<file path="config.mk">
export PLATFORM = sky130hd
export DESIGN_NAME = slc96_tx_link
export DESIGN_NICKNAME = d
export VERILOG_FILES = /design/src/rtl/slc96_pkg.sv /design/src/rtl/slc96_mf_cnt.sv /design/src/rtl/slc96_host_if.sv /design/src/rtl/slc96_fbit_gen.sv /design/src/rtl/slc96_tx_link.sv
export SDC_FILE = /design/constraint.sdc
export NUM_CORES = 1
export LEC_CHECK = 0
export BUFFER_PORTS_ARGS = -buffer_cell sky130_fd_sc_hd__buf_4
export CAP_MARGIN = 20
export CORE_MARGIN = 3
export CORE_UTILIZATION = 56
export CTS_BUF_LIST = sky130_fd_sc_hd__clkbuf_16
export DETAILED_ROUTE_END_ITERATION = 8
export GPL_ROUTABILITY_DRIVEN = 1
export PLACE_DENSITY = 0.85
export SETUP_SLACK_MARGIN = 0.2
export SKIP_LAST_GASP = 1
export SLEW_MARGIN = 5
export SYNTH_ARGS = -nofsm -noshare
export SYNTH_HDL_FRONTEND = slang
export SYNTH_HIERARCHICAL = 1
export SYNTH_SLANG_ARGS = --single-unit
</file>
<file path="constraint.sdc">
create_clock -name clk -period 2.8 [get_ports clk]
set_input_delay 0.28 -clock clk [delete_from_list [all_inputs] [get_ports clk]]
set_output_delay 0.28 -clock clk [all_outputs]
set_load 0.01 [all_outputs]
</file>
<file path="src/rtl/slc96_pkg.sv">
package slc96_pkg;
  typedef enum logic [1:0] {
    SLOT_FT    = 2'd0,
    SLOT_ALIGN = 2'd1,
    SLOT_MSG   = 2'd2,
    SLOT_D4    = 2'd3
  } slot_kind_e;
endpackage

</file>
<file path="src/rtl/slc96_mf_cnt.sv">
module slc96_mf_cnt #(
  parameter int SF_LEN = 12,
  parameter int SF_NUM = 6,
  localparam int POS_W = $clog2(SF_LEN),
  localparam int SF_W  = $clog2(SF_NUM)
) (
  input  logic             clk,
  input  logic             rst,
  input  logic             stb,
  output logic [POS_W-1:0] pos,
  output logic [SF_W-1:0]  sf,
  output logic             sf_start
);
  localparam logic [POS_W-1:0] POS_LAST = POS_W'(SF_LEN - 1);
  localparam logic [SF_W-1:0]  SF_LAST  = SF_W'(SF_NUM - 1);

  always_ff @(posedge clk) begin
    if (rst) begin
      pos <= '0;
      sf  <= '0;
    end else if (stb) begin
      if (pos == POS_LAST) begin
        pos <= '0;
        sf  <= (sf == SF_LAST) ? '0 : sf + 1'b1;
      end else begin
        pos <= pos + 1'b1;
      end
    end
  end

  assign sf_start = (pos == '0);
endmodule

</file>
<file path="src/rtl/slc96_host_if.sv">
module slc96_host_if #(
  parameter int BYTE_W = 8
) (
  input  logic              clk,
  input  logic              rst,
  input  logic              en,
  input  logic              stb,
  input  logic              sf_start,
  input  logic              wr_en,
  input  logic [BYTE_W-1:0] wr_data,
  output logic [BYTE_W-1:0] work_byte,
  output logic              req,
  output logic              underrun
);
  logic [BYTE_W-1:0] next_byte;
  logic              boundary;

  assign boundary = stb && sf_start && en;

  always_ff @(posedge clk) begin
    if (rst) begin
      next_byte <= '0;
      work_byte <= '0;
      req       <= 1'b0;
      underrun  <= 1'b0;
    end else begin
      if (wr_en) next_byte <= wr_data;
      if (!en) begin
        req <= 1'b0;
      end else if (boundary) begin
        work_byte <= wr_en ? wr_data : next_byte;
        req       <= 1'b1;
        if (req && !wr_en) underrun <= 1'b1;
      end else if (wr_en) begin
        req <= 1'b0;
      end
    end
  end
endmodule

</file>
<file path="src/rtl/slc96_fbit_gen.sv">
module slc96_fbit_gen
  import slc96_pkg::*;
#(
  parameter int SF_LEN       = 12,
  parameter int SF_NUM       = 6,
  parameter int BYTE_W       = 8,
  parameter int ALIGN_PER_SF = 2,
  localparam int POS_W       = $clog2(SF_LEN),
  localparam int SF_W        = $clog2(SF_NUM),
  localparam int HALF        = SF_LEN / 2,
  localparam int ALIGN_LEN   = ALIGN_PER_SF * SF_NUM,
  parameter logic [HALF-1:0]      FT_SEQ    = 6'b101010,
  parameter logic [HALF-1:0]      D4_FS_SEQ = 6'b001110,
  parameter logic [ALIGN_LEN-1:0] ALIGN_SEQ = 12'b000111000111
) (
  input  logic              clk,
  input  logic              rst,
  input  logic              stb,
  input  logic              en,
  input  logic [POS_W-1:0]  pos,
  input  logic [SF_W-1:0]   sf,
  input  logic [BYTE_W-1:0] work_byte,
  output logic              fbit,
  output logic              fbit_vld
);
  localparam int MSG_PER_SF = HALF - ALIGN_PER_SF;
  localparam int HALF_IW    = (HALF > 1) ? $clog2(HALF) : 1;
  localparam int ALIGN_IW   = (ALIGN_LEN > 1) ? $clog2(ALIGN_LEN) : 1;
  localparam int BYTE_IW    = (BYTE_W > 1) ? $clog2(BYTE_W) : 1;

  slot_kind_e          kind;
  int                  slot;
  logic [HALF_IW-1:0]  half_idx;
  logic [ALIGN_IW-1:0] align_idx;
  logic [BYTE_IW-1:0]  msg_idx;
  logic                bit_d;
  logic                unused_low_bits;

  assign unused_low_bits = ^work_byte[BYTE_W-MSG_PER_SF-1:0];

  always_comb begin
    slot      = int'(pos) / 2;
    half_idx  = HALF_IW'(HALF - 1 - slot);
    align_idx = ALIGN_IW'(ALIGN_LEN - 1 - (int'(sf) * ALIGN_PER_SF + slot));
    msg_idx   = BYTE_IW'(BYTE_W - 1 - (slot - ALIGN_PER_SF));
    if (!pos[0])                 kind = SLOT_FT;
    else if (!en)                kind = SLOT_D4;
    else if (slot < ALIGN_PER_SF) kind = SLOT_ALIGN;
    else                         kind = SLOT_MSG;
    unique case (kind)
      SLOT_FT:    bit_d = FT_SEQ[half_idx];
      SLOT_D4:    bit_d = D4_FS_SEQ[half_idx];
      SLOT_ALIGN: bit_d = ALIGN_SEQ[align_idx];
      default:    bit_d = work_byte[msg_idx];
    endcase
  end

  always_ff @(posedge clk) begin
    if (rst) begin
      fbit     <= 1'b0;
      fbit_vld <= 1'b0;
    end else begin
      fbit_vld <= stb;
      if (stb) fbit <= bit_d;
    end
  end
endmodule

</file>
<file path="src/rtl/slc96_tx_link.sv">
module slc96_tx_link #(
  parameter int SF_LEN       = 12,
  parameter int SF_NUM       = 6,
  parameter int BYTE_W       = 8,
  parameter int ALIGN_PER_SF = 2
) (
  input  logic              clk,
  input  logic              rst,
  input  logic              frame_stb,
  input  logic              en,
  input  logic              wr_en,
  input  logic [BYTE_W-1:0] wr_data,
  output logic              fbit,
  output logic              fbit_vld,
  output logic              req,
  output logic              underrun
);
  localparam int POS_W = $clog2(SF_LEN);
  localparam int SF_W  = $clog2(SF_NUM);

  logic [POS_W-1:0]  pos;
  logic [SF_W-1:0]   sf;
  logic              sf_start;
  logic [BYTE_W-1:0] work_byte;

  slc96_mf_cnt #(.SF_LEN(SF_LEN), .SF_NUM(SF_NUM)) cnt_i (
    .clk(clk), .rst(rst), .stb(frame_stb),
    .pos(pos), .sf(sf), .sf_start(sf_start)
  );

  slc96_host_if #(.BYTE_W(BYTE_W)) host_i (
    .clk(clk), .rst(rst), .en(en), .stb(frame_stb), .sf_start(sf_start),
    .wr_en(wr_en), .wr_data(wr_data),
    .work_byte(work_byte), .req(req), .underrun(underrun)
  );

  slc96_fbit_gen #(
    .SF_LEN(SF_LEN), .SF_NUM(SF_NUM), .BYTE_W(BYTE_W), .ALIGN_PER_SF(ALIGN_PER_SF)
  ) gen_i (
    .clk(clk), .rst(rst), .stb(frame_stb), .en(en),
    .pos(pos), .sf(sf), .work_byte(work_byte),
    .fbit(fbit), .fbit_vld(fbit_vld)
  );
endmodule

</file>
# Yosys cells after proc, flatten, opt, wreduce, memory -nomap -nowiden
# Memories as Yosys holds them, arrays and structs flattened.
# Cells that the tools add are included.
[classes]
add_sub_neg = 7
n_lt_le_gt_ge = 4
n_eq_ne = 4
muxes = 14
bitwise_logic = 1
reduce_logical = 11
[op_table]
columns = ["operator", "count"]
rows = [
  ["less-than comparator 3 x 4 -> 1 bit (second input constant)", 2],
  ["two-way mux 8 bit", 1],
  ["two-way mux 1 bit", 6],
  ["two-way mux 2 bit", 3],
  ["less-than comparator 4 x 5 -> 1 bit (second input constant)", 1],
  ["adder 4 x 1 -> 4 bit (second input constant)", 1],
  ["adder 4 x 3 -> 4 bit", 1],
  ["equality test 4 bit (second input constant)", 1],
  ["zero test 4 bit", 1],
  ["two-way mux 4 bit", 1],
  ["AND reduction 2 bit", 2],
  ["subtractor 4 bit (first input constant)", 1],
  ["adder 3 x 1 -> 3 bit (second input constant)", 1],
  ["binary-select mux 1 bit (select 3 bit)", 1],
  ["equality test 3 bit (second input constant)", 1],
  ["logical AND 1 bit", 3],
  ["less-than comparator 3 x 2 -> 1 bit (second input constant)", 1],
  ["two-way mux 3 bit", 1],
  ["case mux 1 bit (3 select lines)", 1],
  ["AND reduction 3 bit", 1],
  ["subtractor 1 x 3 -> 3 bit (first input constant)", 1],
  ["subtractor 3 x 2 -> 3 bit (second input constant)", 1],
  ["subtractor 3 bit (first input constant)", 1],
  ["equality test 2 x 1 -> 1 bit (second input constant)", 1],
  ["6 further kinds", 6],
]
[word_totals]
ff_bits = 27
rom_bits = 32
input_bits = 13
word_cells = 52
n_memories = 3
[memory_table]
columns = ["memory", "words", "width", "read_ports", "rd_clocked_by_memory_dff", "write_ports", "line_no", "rtl"]
rows = [
  ["(no name shown)", 16, 1, 1, 0, 0, "slc96_fbit_gen.sv:53", "SLOT_ALIGN: bit_d = ALIGN_SEQ[align_idx];"],
  ["(no name shown)", 8, 1, 1, 0, 0, "slc96_fbit_gen.sv:51", "SLOT_FT: bit_d = FT_SEQ[half_idx];"],
  ["(no name shown)", 8, 1, 1, 0, 0, "slc96_fbit_gen.sv:52", "SLOT_D4: bit_d = D4_FS_SEQ[half_idx];"],
]

# Depth between registers and ports, before layout
# Gate-level depths: netlist (run 1).
[logic_depth]
word_depth = 6
depth_mapped = 9

# Modules after synthesis
# Netlist (run 1), hierarchy kept.
[by_module_without_submodules]
columns = ["module", "instances", "cells_each", "area_per_inst_um2", "seq_area_each_um2"]
rows = [
  ["slc96_host_if", 1, 64, 721.9, 360.3],
  ["slc96_mf_cnt", 1, 34, 330.3, 140.1],
  ["slc96_fbit_gen", 1, 36, 310.3, 40.0],
]

# Least setup slack after synthesis (run 1)
# OpenSTA, ideal clock, no wires.
[synth_timing]
kind = "register to register"
from = "register cnt_i.pos[2]"
to = "register gen_i.fbit"
arrival_ns = 2.172
t_required_ns = 2.712
slack_ns = 0.540
path_stages_with_launch = 10
n_path_buf = 0
synth_period_minus_slack_ns = 2.260
cell_sequence = "dfxtp_1 > inv_1 > ha_1 > inv_1 > fa_1 > xnor2_1 > xnor2_1 > a211oi_1 > a211o_1 > a311oi_2"
[synth_between]
elab_chain_len = 6
elab_cells_between_ends = 21
[synth_lines]
columns = ["element", "line_no", "rtl"]
rows = [
  ["start: declaration", "slc96_mf_cnt.sv:10", "output logic [POS_W-1:0] pos,"],
  ["start signal: assignment", "slc96_mf_cnt.sv:26", "pos <= pos + 1'b1;"],
  ["parallel branches: the longest is 5 deep, another holds adder 4 x 3 -> 4 bit", "--", ""],
  ["case mux 1 bit (3 select lines) *", "slc96_fbit_gen.sv:50", "unique case (kind)"],
  ["end signal: assignment", "slc96_fbit_gen.sv:64", "if (stb) fbit <= bit_d;"],
  ["end: declaration", "slc96_fbit_gen.sv:23", "output logic fbit,"],
]
# Every way passes the cells marked *. The select of a mux whose other input is x is not followed.
# A chain may end at the register's enable or synchronous reset.

# Worst setup path after layout (run 1)
# Ends and elaborated chain as after synthesis.

==> summary.md, run 1 <==
| Metric | Value |
|---|---|
| Slowest CP cell | sky130_fd_sc_hd__fa_1 |
| Number of library cell types mapped by synthesis | 37 |
| Final Hold Vio Count | 0 |
| First-pass GRT wire length | roughly 4500 µm |
| Yosys top cell area share | 39.7% |
| Largest net degree at the start of global routing | 29 |
| Startpoint of the most critical hold path | wr_data[3] |
| Weighted congestion at the end of routability-driven global placement | 0.771 |
| Overall power | around 0.87 mW |
| Sink count of the clock tree | 27 |
| Antenna diodes | 0 |
| Classification of the worst setup path | register to register |
| Die area | roughly 0.0031 mm² |
| Highest attainable clock frequency | 426 MHz |
| Width of the die | approximately 55 µm |
| Unrepaired setup endpoints after global routing | false |
| Kind of path behind the tightest hold check | input pin to register |
| Compound-gate portion of the synthesized area | approximately a fifth |
| Pre-CTS worst setup slack | ~0.34 ns |
| Post-detailed-routing wire length | roughly 2600 µm |
| Internal reg-to-reg setup slack | around 0.45 ns |
| Nature of the critical path startpoint | register |
| Final count of negative-setup-slack endpoints | 0 |
| Count of hold-fix buffers inserted at cts | 0 |
| Root buffer cell | sky130_fd_sc_hd__clkbuf_16 |
| Final critical-path share of the clock period | between 80% and 90% |
| Top area cells in the synthesized netlist | sky130_fd_sc_hd__dfxtp_1, sky130_fd_sc_hd__mux2i_1, sky130_fd_sc_hd__a211oi_2 |
| Top FF cell, synth | sky130_fd_sc_hd__dfxtp_1 |
| Initial antenna violation count | 0 |
| Ys Warns | 6 |
| Number of max-cap violations | 0 |
| TritonCTS clock tree | built |
| Count of buffers inserted at the top-level ports | 16 |
| Synthesis-stage register bit count | 27 |
| Critical register-to-register path startpoint | cnt_i/pos[2] |
| Largest family of logic cells by synthesized area | compound AO/OA/AOI/OAI gates |
| All-Layer GR Usage | roughly 18% |
| Number of ports placed on the die boundary | 17 |
| Drt first pass iters | 4 |
| Post-synthesis sequential area ratio | roughly two fifths |
| Synth Area in Simple Gates | between 10% and 20% |
| Hpwl dp | about 1800 µm |
| Outcome | completed |
| H-Tree Depth | 1 |
| Share of cell area taken by muxes after synthesis | between 10% and 20% |
| Cells on worst reg2reg path | 9 |
| Number of nets with antenna violations after routing | 0 |
| Crit path setup slack, layout | approximately 0.45 ns |
| Post-Syn Area per Cell | 10.2 µm² |
| Final worst clock skew | around 0.0024 ns |
| Worst IR Drop VDD | approximately 0.00042 V |
| Vias in the first global route | 1,038 |
| Fraction of synthesis flops using an asynchronous set or reset pin | 0% |
| Setup crit end kind | register |
| Largest area contributor in the netlist | sky130_fd_sc_hd__dfxtp_1 |
| Core area | about 0.0023 mm² |
| Most frequent standard cell in the layout excluding fill and tap cells | sky130_fd_sc_hd__dfxtp_1 |
| Worst-skew pair later-pin latency | 0.26 ns |
| Hold Worst Slack | about 0.3 ns |
| Post-synthesis cell area | around 0.0014 mm² |
| Maximum clock insertion buffer count | 2 |
| Leak Pwr | around 0.62 nW |
| Cells traversed along the worst timing path | inv_1 > ha_1 > inv_1 > fa_1 > xnor2_1 > xnor2_1 > a211oi_1 > a211o_1 > a311oi_2 |
| Avg WL per Cell | 14.9 µm |
| Number of enable flip-flop cells after synthesis | 0 |
| Initial core utilization | 60.4% |
| DIE HEIGHT | about 55 µm |
| Accumulated negative setup slack | 0 ns |
| Synth Instances | approximately 130 |
| Worst-path maximum fanout | 10 |
| Final layout net count | 166 |
| Rows | 17 |
| CTS buffer count | 3 |
| Grt total ovfl | 0 |
| Layout cells sized above 1 | between 20% and 30% |
| Required time of the critical path | 2.98 ns |
| Commonest non-fill, non-tap cells in the layout | sky130_fd_sc_hd__dfxtp_1, sky130_fd_sc_hd__buf_4, sky130_fd_sc_hd__nor2_1, sky130_fd_sc_hd__mux2i_1, sky130_fd_sc_hd__inv_1 |
| Slew HR | slightly above 70% |
| Number of DRC markers in iteration 0 | 17 |
| Clock Pin Slew Worst Setup and Hold Paths | ~0.06 ns |
| Worst-case hold path end point | host_i/next_byte[3] |
| Final Max Tran Viols | 0 |
| Count of buffering cells on the critical path with inverters included | 2 |
| Total nets after synthesis | around 150 |
| Data arrival, critical path | ~2.5 ns |
| Hold path depth | 3 |
| Delay contributed by the slowest stage of the critical path | between 0.4 and 0.5 ns |
| XOR/XNOR share of the synthesized area | 3.21% |
| Area growth from synthesis to final layout | 12.6% |
| Adder-cell area share of the yosys netlist | around 6.1% |
| Post-CTS setup repair buffer count | 0 |
| Detail-routed via count per cell | roughly 6.0 |
| Total power divided by cell area | between 500 and 600 mW/mm² |
| Min Tclk post-route | approximately 2.3 ns |
| Top delay family on crit path | adder cells |
| DR vias | roughly 1,000 |
| Remaining design rule violation count | 0 |
| Transition time at the pin with the least slew margin | around 0.43 ns |
| Endpoint of the most critical register-to-register path | gen_i/fbit |
## sequential cells by signal (all words and copies together) (netlist names)
name and cells:
cnt_i/sf 3, host_i/underrun 1, host_i/req 1, host_i/next_byte 8, host_i/work_byte 8, gen_i/fbit 1
cnt_i/pos 4, gen_i/fbit_vld 1
## worst max-delay path by stage
stage	from	endpoint	slack, ns	depth (start not counted)
2_1_floorplan	cnt_i/pos[2]	gen_i/fbit	0.54	9
3_3_place_gp	cnt_i/pos[2]	gen_i/fbit	0.46	9
3_5_place_dp	cnt_i/pos[2]	gen_i/fbit	0.34	9
4_1_cts	cnt_i/pos[2]	gen_i/fbit	0.32	9
5_1_grt	cnt_i/pos[2]	gen_i/fbit	0.28	9
6_report	cnt_i/pos[2]	gen_i/fbit	0.45	9
## logic make-up (layout without fill, tap and decap cells)
kind of cell / after synthesis / in the layout
AO/OA/AOI/OAI: 32 / 32
XOR/XNOR: 5 / 5
adder cells (fa/ha/maj): 6 / 6
buffers and inverters: 17 / 29
flip-flops: 27 / 27
multiplexers: 13 / 13
AND/OR/NAND/NOR: 34 / 34
## repair_timing
action	in CTS	in global routing
gates resized for setup	0	1
hold endpoints to repair	0	0
setup endpoints to repair	0	1
## synthesized netlist by cell type, types with 2 or more instances
master,n
sky130_fd_sc_hd__dfxtp_1,27
sky130_fd_sc_hd__and2_1,2
sky130_fd_sc_hd__nor2_1,14
sky130_fd_sc_hd__nand2b_1,4
sky130_fd_sc_hd__mux2i_1,12
sky130_fd_sc_hd__ha_1,5
sky130_fd_sc_hd__buf_4,2
sky130_fd_sc_hd__o21ai_1,2
sky130_fd_sc_hd__buf_6,3
sky130_fd_sc_hd__a31oi_1,8
sky130_fd_sc_hd__a21oi_1,2
sky130_fd_sc_hd__nand2_1,4
sky130_fd_sc_hd__buf_2,3
sky130_fd_sc_hd__xnor2_1,4
sky130_fd_sc_hd__a211oi_2,8
sky130_fd_sc_hd__and4b_1,2
sky130_fd_sc_hd__nor3_1,4
sky130_fd_sc_hd__inv_1,9
## stage by stage
stage          utilization (%)  area, µm²  cells
3_3_place_gp              64.5       1450    170
3_5_place_dp              64.5       1450    170
2_1_floorplan                -       1360    134
4_1_cts                   68.0       1530    174
5_1_grt                   68.0       1530    174
6_report                  68.0       1530    174
## tightest hold or removal path, cell delays in order
cell                      delay [ns]
sky130_fd_sc_hd__buf_4          0.07
sky130_fd_sc_hd__mux2i_1        0.08
sky130_fd_sc_hd__nor2_1         0.08
## per-layer routing
layer,global-route usage (%),up-vias,wire length [µm]
met3,4.44,6,135
li1,-,506,-
met1,21.7,492,1090
met4,9.72,0,62
met5,0,-,0
met2,28.7,32,1300
## cell type report
class / instances / area [µm²]
Multi-Input combinational cell: 90 / 724
Fill cell: 195 / 721
Sequential cell: 27 / 542
Timing Repair Buffer: 16 / 120
Clock buffer: 3 / 75.1
Tap cell: 28 / 35.0
Inverter: 9 / 33.8
Clock inverter: 1 / 3.75
## power breakdown
part,total [mW],switching [mW],internal [mW]
logic,0.127,0.0668,0.0599
clock network,0.316,0.125,0.191
registers,0.425,0.0177,0.407
Power figures use the tool's default switching activity.
==> inputs of run 2 (changes only) <==
ABC_AREA = 1   (was default)
clock period = 2.35 ns   (was 2.8 ns; I/O delays follow)
==> run 2 against run 1 <==
Effect of this change: first-iteration DRC count rose to 2.9 times the previous value; largest cell class unchanged; area after synthesis up 6.2%; synthesized cell count up 67%; die area up 5.5%; core utilization up 2.8 points; combinational power about the same; clock-buffer cell count unchanged; fmax up 19%; via count up 20%; global-route usage down 1.0 points; routed wire length down 2.7%; critical path depth up 3.
==> summary.md, run 2 <==
| Metric | Value |
|---|---|
| Clock Pin Slew Worst Setup and Hold Paths | 0.06 ns (about the same) |
| Layout cells sized above 1 | 12.9% (-9.0 points) |
| Area growth from synthesis to final layout | 14.5% |
| Power share of the combinational group | 12.6% (-2.0 points) |
| Top Usage Layer GRT | met2 |
| CTS buffer count | 3 (unchanged) |
| Core area | 0.00234 mm² (+3.8%) |
| Met1 GRT Util | 19.4% (-2.4 points) |
| Ys Warns | 6 (unchanged) |
| Yosys top cell area share | 37.4% (-2.3 points) |
| DR vias | 1,248 (+20%) |
| Vias in the first global route | 1,134 (+9.2%) |
| Avg WL per Cell | 9.41 µm (-37%) |
| Most frequent standard cell in the layout excluding fill and tap cells | sky130_fd_sc_hd__nand2_1 |
| Maximum clock insertion buffer count | 2 (unchanged) |
| Accumulated negative setup slack | 0 ns (unchanged) |
| Worst-path maximum fanout | 7 (-3) |
| All-Layer GR Usage | 16.9% (-1.0 points) |
| Unrepaired setup endpoints after global routing | false |
| Relative contribution of the clock network to total power | 38.1% (+1.7 points) |
| Total nets after synthesis | 243 (+59%) |
| Fraction of synthesis flops using an asynchronous set or reset pin | 0% (unchanged) |
| Internal reg-to-reg setup slack | 0.38 ns (-0.07 ns) |
| Highest attainable clock frequency | 508 MHz (+19%) |
| Count of buffering cells on the critical path with inverters included | 3 (+1) |
| Met3 Resource Use GR | 3.91% (-0.53 points) |
| Post-synthesis cell area | 0.00145 mm² (+6.2%) |
| Number of library cell types mapped by synthesis | 22 (-41%) |
| Classification of the worst setup path | register to register |
| Share of total power in sequential cells | 49.3% (+0.4 points) |
| Drt first pass iters | 4 (unchanged) |
| Post-Syn Area per Cell | 6.46 µm² (-36%) |
| Rows | 17 (unchanged) |
| Leak Pwr | 0.821 nW (+32%) |
| Weighted congestion at the end of routability-driven global placement | 0.805 (+4.4%) |
| Sw power | 0.240 mW (+15%) |
| Setup crit end kind | register |
| H-Tree Depth | 1 (unchanged) |
| Count of buffers inserted at the top-level ports | 16 (unchanged) |
| Number of filler cells placed in the layout | 194 (-0.51%) |
| Final Hold Vio Count | 0 (unchanged) |
| Final layout net count | 260 (+57%) |
| Sink count of the clock tree | 27 (unchanged) |
| Commonest non-fill, non-tap cells in the layout | sky130_fd_sc_hd__nand2_1, sky130_fd_sc_hd__inv_1, sky130_fd_sc_hd__nor2_1, sky130_fd_sc_hd__dfxtp_1, sky130_fd_sc_hd__buf_4 |
| Share of total power consumed by net switching | 23.9% (-0.26 points) |
| Data arrival, critical path | 2.12 ns (-0.41 ns) |
| Kind of path behind the tightest hold check | input pin to register |
| Min Tclk post-route | 1.97 ns (-0.382 ns) |
| Top area cells in the synthesized netlist | sky130_fd_sc_hd__dfxtp_1, sky130_fd_sc_hd__nand2_1, sky130_fd_sc_hd__inv_1 |
| Top delay family on crit path | adder cells |
| Synth Instances | 224 (+67%) |
| Final worst clock skew | 0.00150 ns (-0.000910 ns) |
| Remaining design rule violation count | 0 (unchanged) |
| Total power divided by cell area | 606 mW/mm² (+7.2%) |
| Post-synthesis sequential area ratio | 37.4% (-2.3 points) |
| Synthesis-stage register bit count | 27 (unchanged) |
| Most repeated cell in the gate-level netlist after synthesis | sky130_fd_sc_hd__nand2_1 |
| First-pass GRT wire length | 4380 µm (-1.6%) |
| Internal power consumption | 0.764 mW (+16%) |
| Root buffer cell | sky130_fd_sc_hd__clkbuf_16 |
| Nature of the critical path startpoint | register |
| Delay contributed by the slowest stage of the critical path | 0.46 ns (+0.03 ns) |
| Most prevalent standard cell on the critical path | sky130_fd_sc_hd__nand3_1 |
| Die area | 0.00323 mm² (+5.5%) |
| Overall power | 1.00 mW (+16%) |
| Final critical-path share of the clock period | 83.7% (-0.19 points) |
| Outcome | completed |
| Cells traversed along the worst timing path | inv_2 > ha_4 > inv_1 > fa_1 > inv_1 > nand2_1 > nand3_1 > nand3_1 > nand3_1 > nand2_1 > nor2_1 > nor2_1 |
| Largest net degree at the start of global routing | 19 (-34%) |
| Grt total ovfl | 0 (unchanged) |
| Hpwl dp | 1820 µm (+0.72%) |
| Post-detailed-routing wire length | 2520 µm (-2.7%) |
| Slew HR | 76.5% (+4.9 points) |
| Initial antenna violation count | 0 (unchanged) |
| Required time of the critical path | 2.50 ns (-0.48 ns) |
| Initial core utilization | 61.8% (+1.4 points) |
| Transition time at the pin with the least slew margin | 0.352 ns (-0.0735 ns) |
| Count of hold-fix buffers inserted at cts | 0 (unchanged) |
| Most instantiated cells after synthesis | sky130_fd_sc_hd__nand2_1, sky130_fd_sc_hd__inv_1, sky130_fd_sc_hd__nor2_1 |
| Detail-routed via count per cell | 4.66 (-22%) |
| Number of nets with antenna violations after routing | 0 (unchanged) |
| Met2 usage | 29.4% (+0.66 points) |
| Biggest registers after layout | host_i/next_byte (8), host_i/work_byte (8), cnt_i/pos (4) |
| Slowest CP cell | sky130_fd_sc_hd__fa_1 |
| TritonCTS clock tree | built |
| Antenna diodes | 0 (unchanged) |
| Worst IR Drop VDD | 0.000520 V (+25%) |
| Number of max-cap violations | 0 (unchanged) |
| Final count of negative-setup-slack endpoints | 0 (unchanged) |
| Top FF cell, synth | sky130_fd_sc_hd__dfxtp_1 |
| Largest area contributor in the netlist | sky130_fd_sc_hd__dfxtp_1 |
| Number of ports placed on the die boundary | 17 (unchanged) |
| Width of the die | 56.8 µm (+2.7%) |
| Number of DRC markers in iteration 0 | 49 (+32) |
| Number of enable flip-flop cells after synthesis | 0 (unchanged) |
| Worst-skew pair later-pin latency | 0.26 ns (about the same) |
| DIE HEIGHT | 56.8 µm (+2.7%) |
| Final Max Tran Viols | 0 (unchanged) |
[run 2: cell types whose count changed in the layout (fill, tap and decap cells not counted), moves of 10 or more]
cell	before	now
sky130_fd_sc_hd__a21oi_1	2	12
sky130_fd_sc_hd__nand2_1	4	80
sky130_fd_sc_hd__inv_1	10	33
sky130_fd_sc_hd__nand3_1	0	13
sky130_fd_sc_hd__nor2_1	14	30
sky130_fd_sc_hd__mux2i_1	12	0
[run 2: final cells by class]
type / instances / area, µm² / area share (%)
clock buffer: 3 / 75.1 / 4.53
tap: 28 / 35.0 / 2.11
sequential: 27 / 542 / 32.7
inverter: 37 / 139 / 8.38
timing repair buffer: 16 / 120 / 7.25
multi-input combinational: 156 / 741 / 44.7
clock inverter: 1 / 5.00 / 0.302
[run 2: what timing repair did]
| item | CTS | global route |
|---|---|---|
| gates resized for setup | 1 | 2 |
| setup buffers | 0 | 0 |
| setup endpoints to repair | 1 | 1 |
[run 2: kinds of logic after synthesis]
| family | Yosys count | share of synthesized area, % |
|---|---|---|
| flip-flops | 27 | 37.4 |
| XOR/XNOR | 1 | 0.606 |
| AO/OA/AOI/OAI | 17 | 6.32 |
| buffers and inverters | 41 | 12.3 |
| AND/OR/NAND/NOR | 132 | 37.7 |
| adder cells (fa/ha/maj) | 6 | 5.71 |
[run 2: path summary, 6_finish.rpt]
check | startpoint | endpoint | cells past startpoint
max reg2reg | cnt_i/pos[2] | gen_i/fbit | 12
min | rst | cnt_i/sf[1] | 2
min reg2reg | host_i/next_byte[5] | host_i/next_byte[5] | 2
max | cnt_i/pos[2] | gen_i/fbit | 12
[run 2: through the flow]
step / hold WS [ns] / setup slack (ns) / instance area [µm²] / utilization, % / instances
floorplan: 0.297 / 0.392 / 1450 / - / 224
global placement: 0.455 / 0.296 / 1560 / 66.8 / 264
detailed placement: 0.459 / 0.223 / 1560 / 66.8 / 264
CTS: 0.248 / 0.281 / 1640 / 70.3 / 268
global route: 0.266 / 0.204 / 1660 / 70.8 / 268
finish: 0.252 / 0.383 / 1660 / 70.8 / 268
[run 2: power groups by stage]
| stage | clock (mW) | combinational [mW] | sequential (mW) |
|---|---|---|---|
| after global routing | 0.409 | 0.150 | 0.499 |
| after floorplan | 0 | 0.0932 | 0.503 |
| after CTS | 0.394 | 0.127 | 0.496 |
| final | 0.382 | 0.127 | 0.496 |
| after global placement | 0 | 0.124 | 0.505 |
| after detailed placement | 0 | 0.126 | 0.506 |
[run 2: routing by layer]
metal | routed length (µm) | share of wire [%]
met5 | 0 | 0
met4 | 63 | 2.5
met3 | 86 | 3.4
met2 | 1170 | 46
met1 | 1200 | 48
==> inputs of run 3 (changes only) <==
ABC_AREA = 0   (was 1)
clock period = 1.9 ns   (was 2.35 ns; I/O delays follow)
==> run 3 against run 2 <==
Effect of this change: the flow now finishes with violations (negative setup slack); hold slack got worse by 0.042 ns; non-clock buffer count grew 8; clock-buffer cell count unchanged.
==> summary.md, run 3 (synthesis results as in run 1) <==
| Metric | Value |
|---|---|
| Final critical-path share of the clock period | 105% (+22 points) |
| Root buffer cell | sky130_fd_sc_hd__clkbuf_16 |
| Layout cells sized above 1 | 31.2% (+18 points) |
| Slew HR | 61.3% (-15 points) |
| Total power divided by cell area | 802 mW/mm² (+32%) |
| Vias in the first global route | 1,181 (+4.1%) |
| Required time of the critical path | 2.07 ns (-0.43 ns) |
| Crit path setup slack, layout | -0.104 ns (-0.486 ns) |
| Hpwl dp | 1950 µm (+7.0%) |
| First-pass GRT wire length | 4930 µm (+12%) |
| Final worst clock skew | 0.00488 ns (+0.00338 ns) |
| Delay contributed by the slowest stage of the critical path | 0.37 ns (-0.09 ns) |
| Initial antenna violation count | 0 (unchanged) |
| Non-filler cells, final | 182 (-32%) |
| Post-detailed-routing wire length | 2870 µm (+14%) |
| Number of nets with antenna violations after routing | 0 (unchanged) |
| All-Layer GR Usage | 19.5% (+2.7 points) |
| Number of DRC markers in iteration 0 | 18 (-63%) |
| Sink count of the clock tree | 27 (unchanged) |
| Antenna diodes | 0 (unchanged) |
| DIE HEIGHT | 55.3 µm (-2.6%) |
| Detail-routed via count per cell | 6.08 (+30%) |
| Data arrival, critical path | 2.18 ns (+0.06 ns) |
| Final count of negative-setup-slack endpoints | 1 (+1) |
| Count of buffers inserted at the top-level ports | 16 (unchanged) |
| Number of max-cap violations | 0 (unchanged) |
| Hold Worst Slack | 0.210 ns (-0.0425 ns) |
| Top Usage Layer GRT | met2 |
| Biggest registers after layout | host_i/next_byte (8), host_i/work_byte (8), cnt_i/pos (4) |
| Transition time at the pin with the least slew margin | 0.565 ns (+0.213 ns) |
| Die area | 0.00306 mm² (-5.2%) |
| Final Hold Vio Count | 0 (unchanged) |
| Weighted congestion at the end of routability-driven global placement | 0.794 (-1.4%) |
| Clock Pin Slew Worst Setup and Hold Paths | 0.07 ns (about the same) |
| Count of hold-fix buffers inserted at cts | 0 (unchanged) |
| Final Max Tran Viols | 0 (unchanged) |
| Grt total ovfl | 0 (unchanged) |
| Worst-skew pair later-pin latency | 0.26 ns (about the same) |
| DR vias | 1,106 (-11%) |
| Overall power | 1.30 mW (+30%) |
| CTS buffer count | 3 (unchanged) |
| Initial core utilization | 60.4% (-1.4 points) |
| Leak Pwr | 0.666 nW (-19%) |
| Setup crit end kind | register |
| Cells traversed along the worst timing path | inv_4 > ha_4 > inv_2 > fa_2 > xnor2_2 > xnor2_1 > buf_4 > a211o_1 > a311oi_2 |
| Rows | 17 (unchanged) |
| Remaining design rule violation count | 0 (unchanged) |
| Maximum clock insertion buffer count | 2 (unchanged) |
| Number of ports placed on the die boundary | 17 (unchanged) |
| Core area | 0.00225 mm² (-3.6%) |
| Final layout net count | 174 (-33%) |
| Worst-path maximum fanout | 2 (-5) |
| Violated checks | negative setup slack |
| TritonCTS clock tree | built |
| Classification of the worst setup path | register to register |
| Commonest non-fill, non-tap cells in the layout | sky130_fd_sc_hd__buf_4, sky130_fd_sc_hd__dfxtp_1, sky130_fd_sc_hd__nor2_1, sky130_fd_sc_hd__mux2i_1 |
| Met1 GRT Util | 22.2% (+2.9 points) |
| Highest attainable clock frequency | 499 MHz (-1.8%) |
| Min Tclk post-route | 2.00 ns (+0.0363 ns) |
| Largest net degree at the start of global routing | 29 (+10) |
| Avg WL per Cell | 15.8 µm (+68%) |
| Met3 Resource Use GR | 3.50% (-0.40 points) |
| H-Tree Depth | 1 (unchanged) |
| Area growth from synthesis to final layout | 19.4% |
| Worst IR Drop VDD | 0.000669 V (+29%) |
| Drt first pass iters | 4 (unchanged) |
| Nature of the critical path startpoint | register |
| Slowest CP cell | sky130_fd_sc_hd__dfxtp_4 |
| Unrepaired setup endpoints after global routing | true |
| Kind of path behind the tightest hold check | input pin to register |
| Width of the die | 55.3 µm (-2.6%) |
| Placed cells | 177 (-33%) |
| Outcome | finished with violations |
| Met2 usage | 34.1% (+4.7 points) |
## run 3: cell count changes in the layout (fill, tap and decap cells not counted), moves of 3 or more
cell                       delta
sky130_fd_sc_hd__nor2_2       -3
sky130_fd_sc_hd__nor3_1       +3
sky130_fd_sc_hd__nand3_1     -13
sky130_fd_sc_hd__buf_4        +8
sky130_fd_sc_hd__nand2b_1     +4
sky130_fd_sc_hd__mux2i_1     +12
sky130_fd_sc_hd__a211oi_2     +8
sky130_fd_sc_hd__nand2_1     -76
sky130_fd_sc_hd__inv_1       -26
sky130_fd_sc_hd__a31oi_1      +8
sky130_fd_sc_hd__a21oi_1     -10
sky130_fd_sc_hd__nor2_1      -16
## run 3: layout make-up
cell class,count,area [µm²]
Tap cell,28,35.0
Timing Repair Buffer,24,180
Inverter,9,36.3
Multi-Input combinational cell,90,747
Sequential cell,27,547
Clock inverter,1,6.26
Fill cell,159,628
Clock buffer,3,75.1
## run 3: critical path: cells and delay by family, from the launching register on
kind | cells | cell delay (ns)
compound gates | 2 | 0.44
fa+ha+maj | 2 | 0.61
flops | 1 | 0.37
buf+inv | 3 | 0.22
xor+xnor | 2 | 0.29
## run 3: final timing paths
check	startpoint	to	slack [ns]	cells after the start
setup / recovery	cnt_i/pos[2]	gen_i/fbit	-0.10	9
hold / removal	wr_data[0]	host_i/next_byte[0]	0.21	3
setup reg to reg	cnt_i/pos[2]	gen_i/fbit	-0.10	9
hold reg to reg	host_i/underrun	host_i/underrun	0.48	2
## run 3: layer usage
layer	wire length, µm	part of all wire [%]	up-vias
met5	0	0	-
met2	1420	49	42
met4	114	4.0	0
li1	-	-	526
met3	157	5.5	14
met1	1180	41	524
## run 3: repair_timing
item                                    in CTS  in global routing
cloned                                       0                  0
buffers inserted                             1                  0
resized for setup                            0                  1
endpoints found under the setup margin       1                 11
hold endpoints to repair                     0                  0
pin swaps                                    2                  0
## run 3: power breakdown
part	internal, mW	switching [mW]
logic	0.0916	0.106
clock network	0.287	0.196
registers	0.599	0.0256
total	0.977	0.327
## run 3: stage by stage
stage	cell area (µm²)	worst slack, ns	util (%)	setup TNS (ns)
global placement	1540	-0.0584	68.1	-0.0584
finish	1630	-0.104	72.1	-0.104
global route	1630	-0.186	72.1	-0.186
floorplan	1390	-0.101	-	-0.101
CTS	1630	-0.113	72.1	-0.113
detailed placement	1540	-0.156	68.1	-0.156
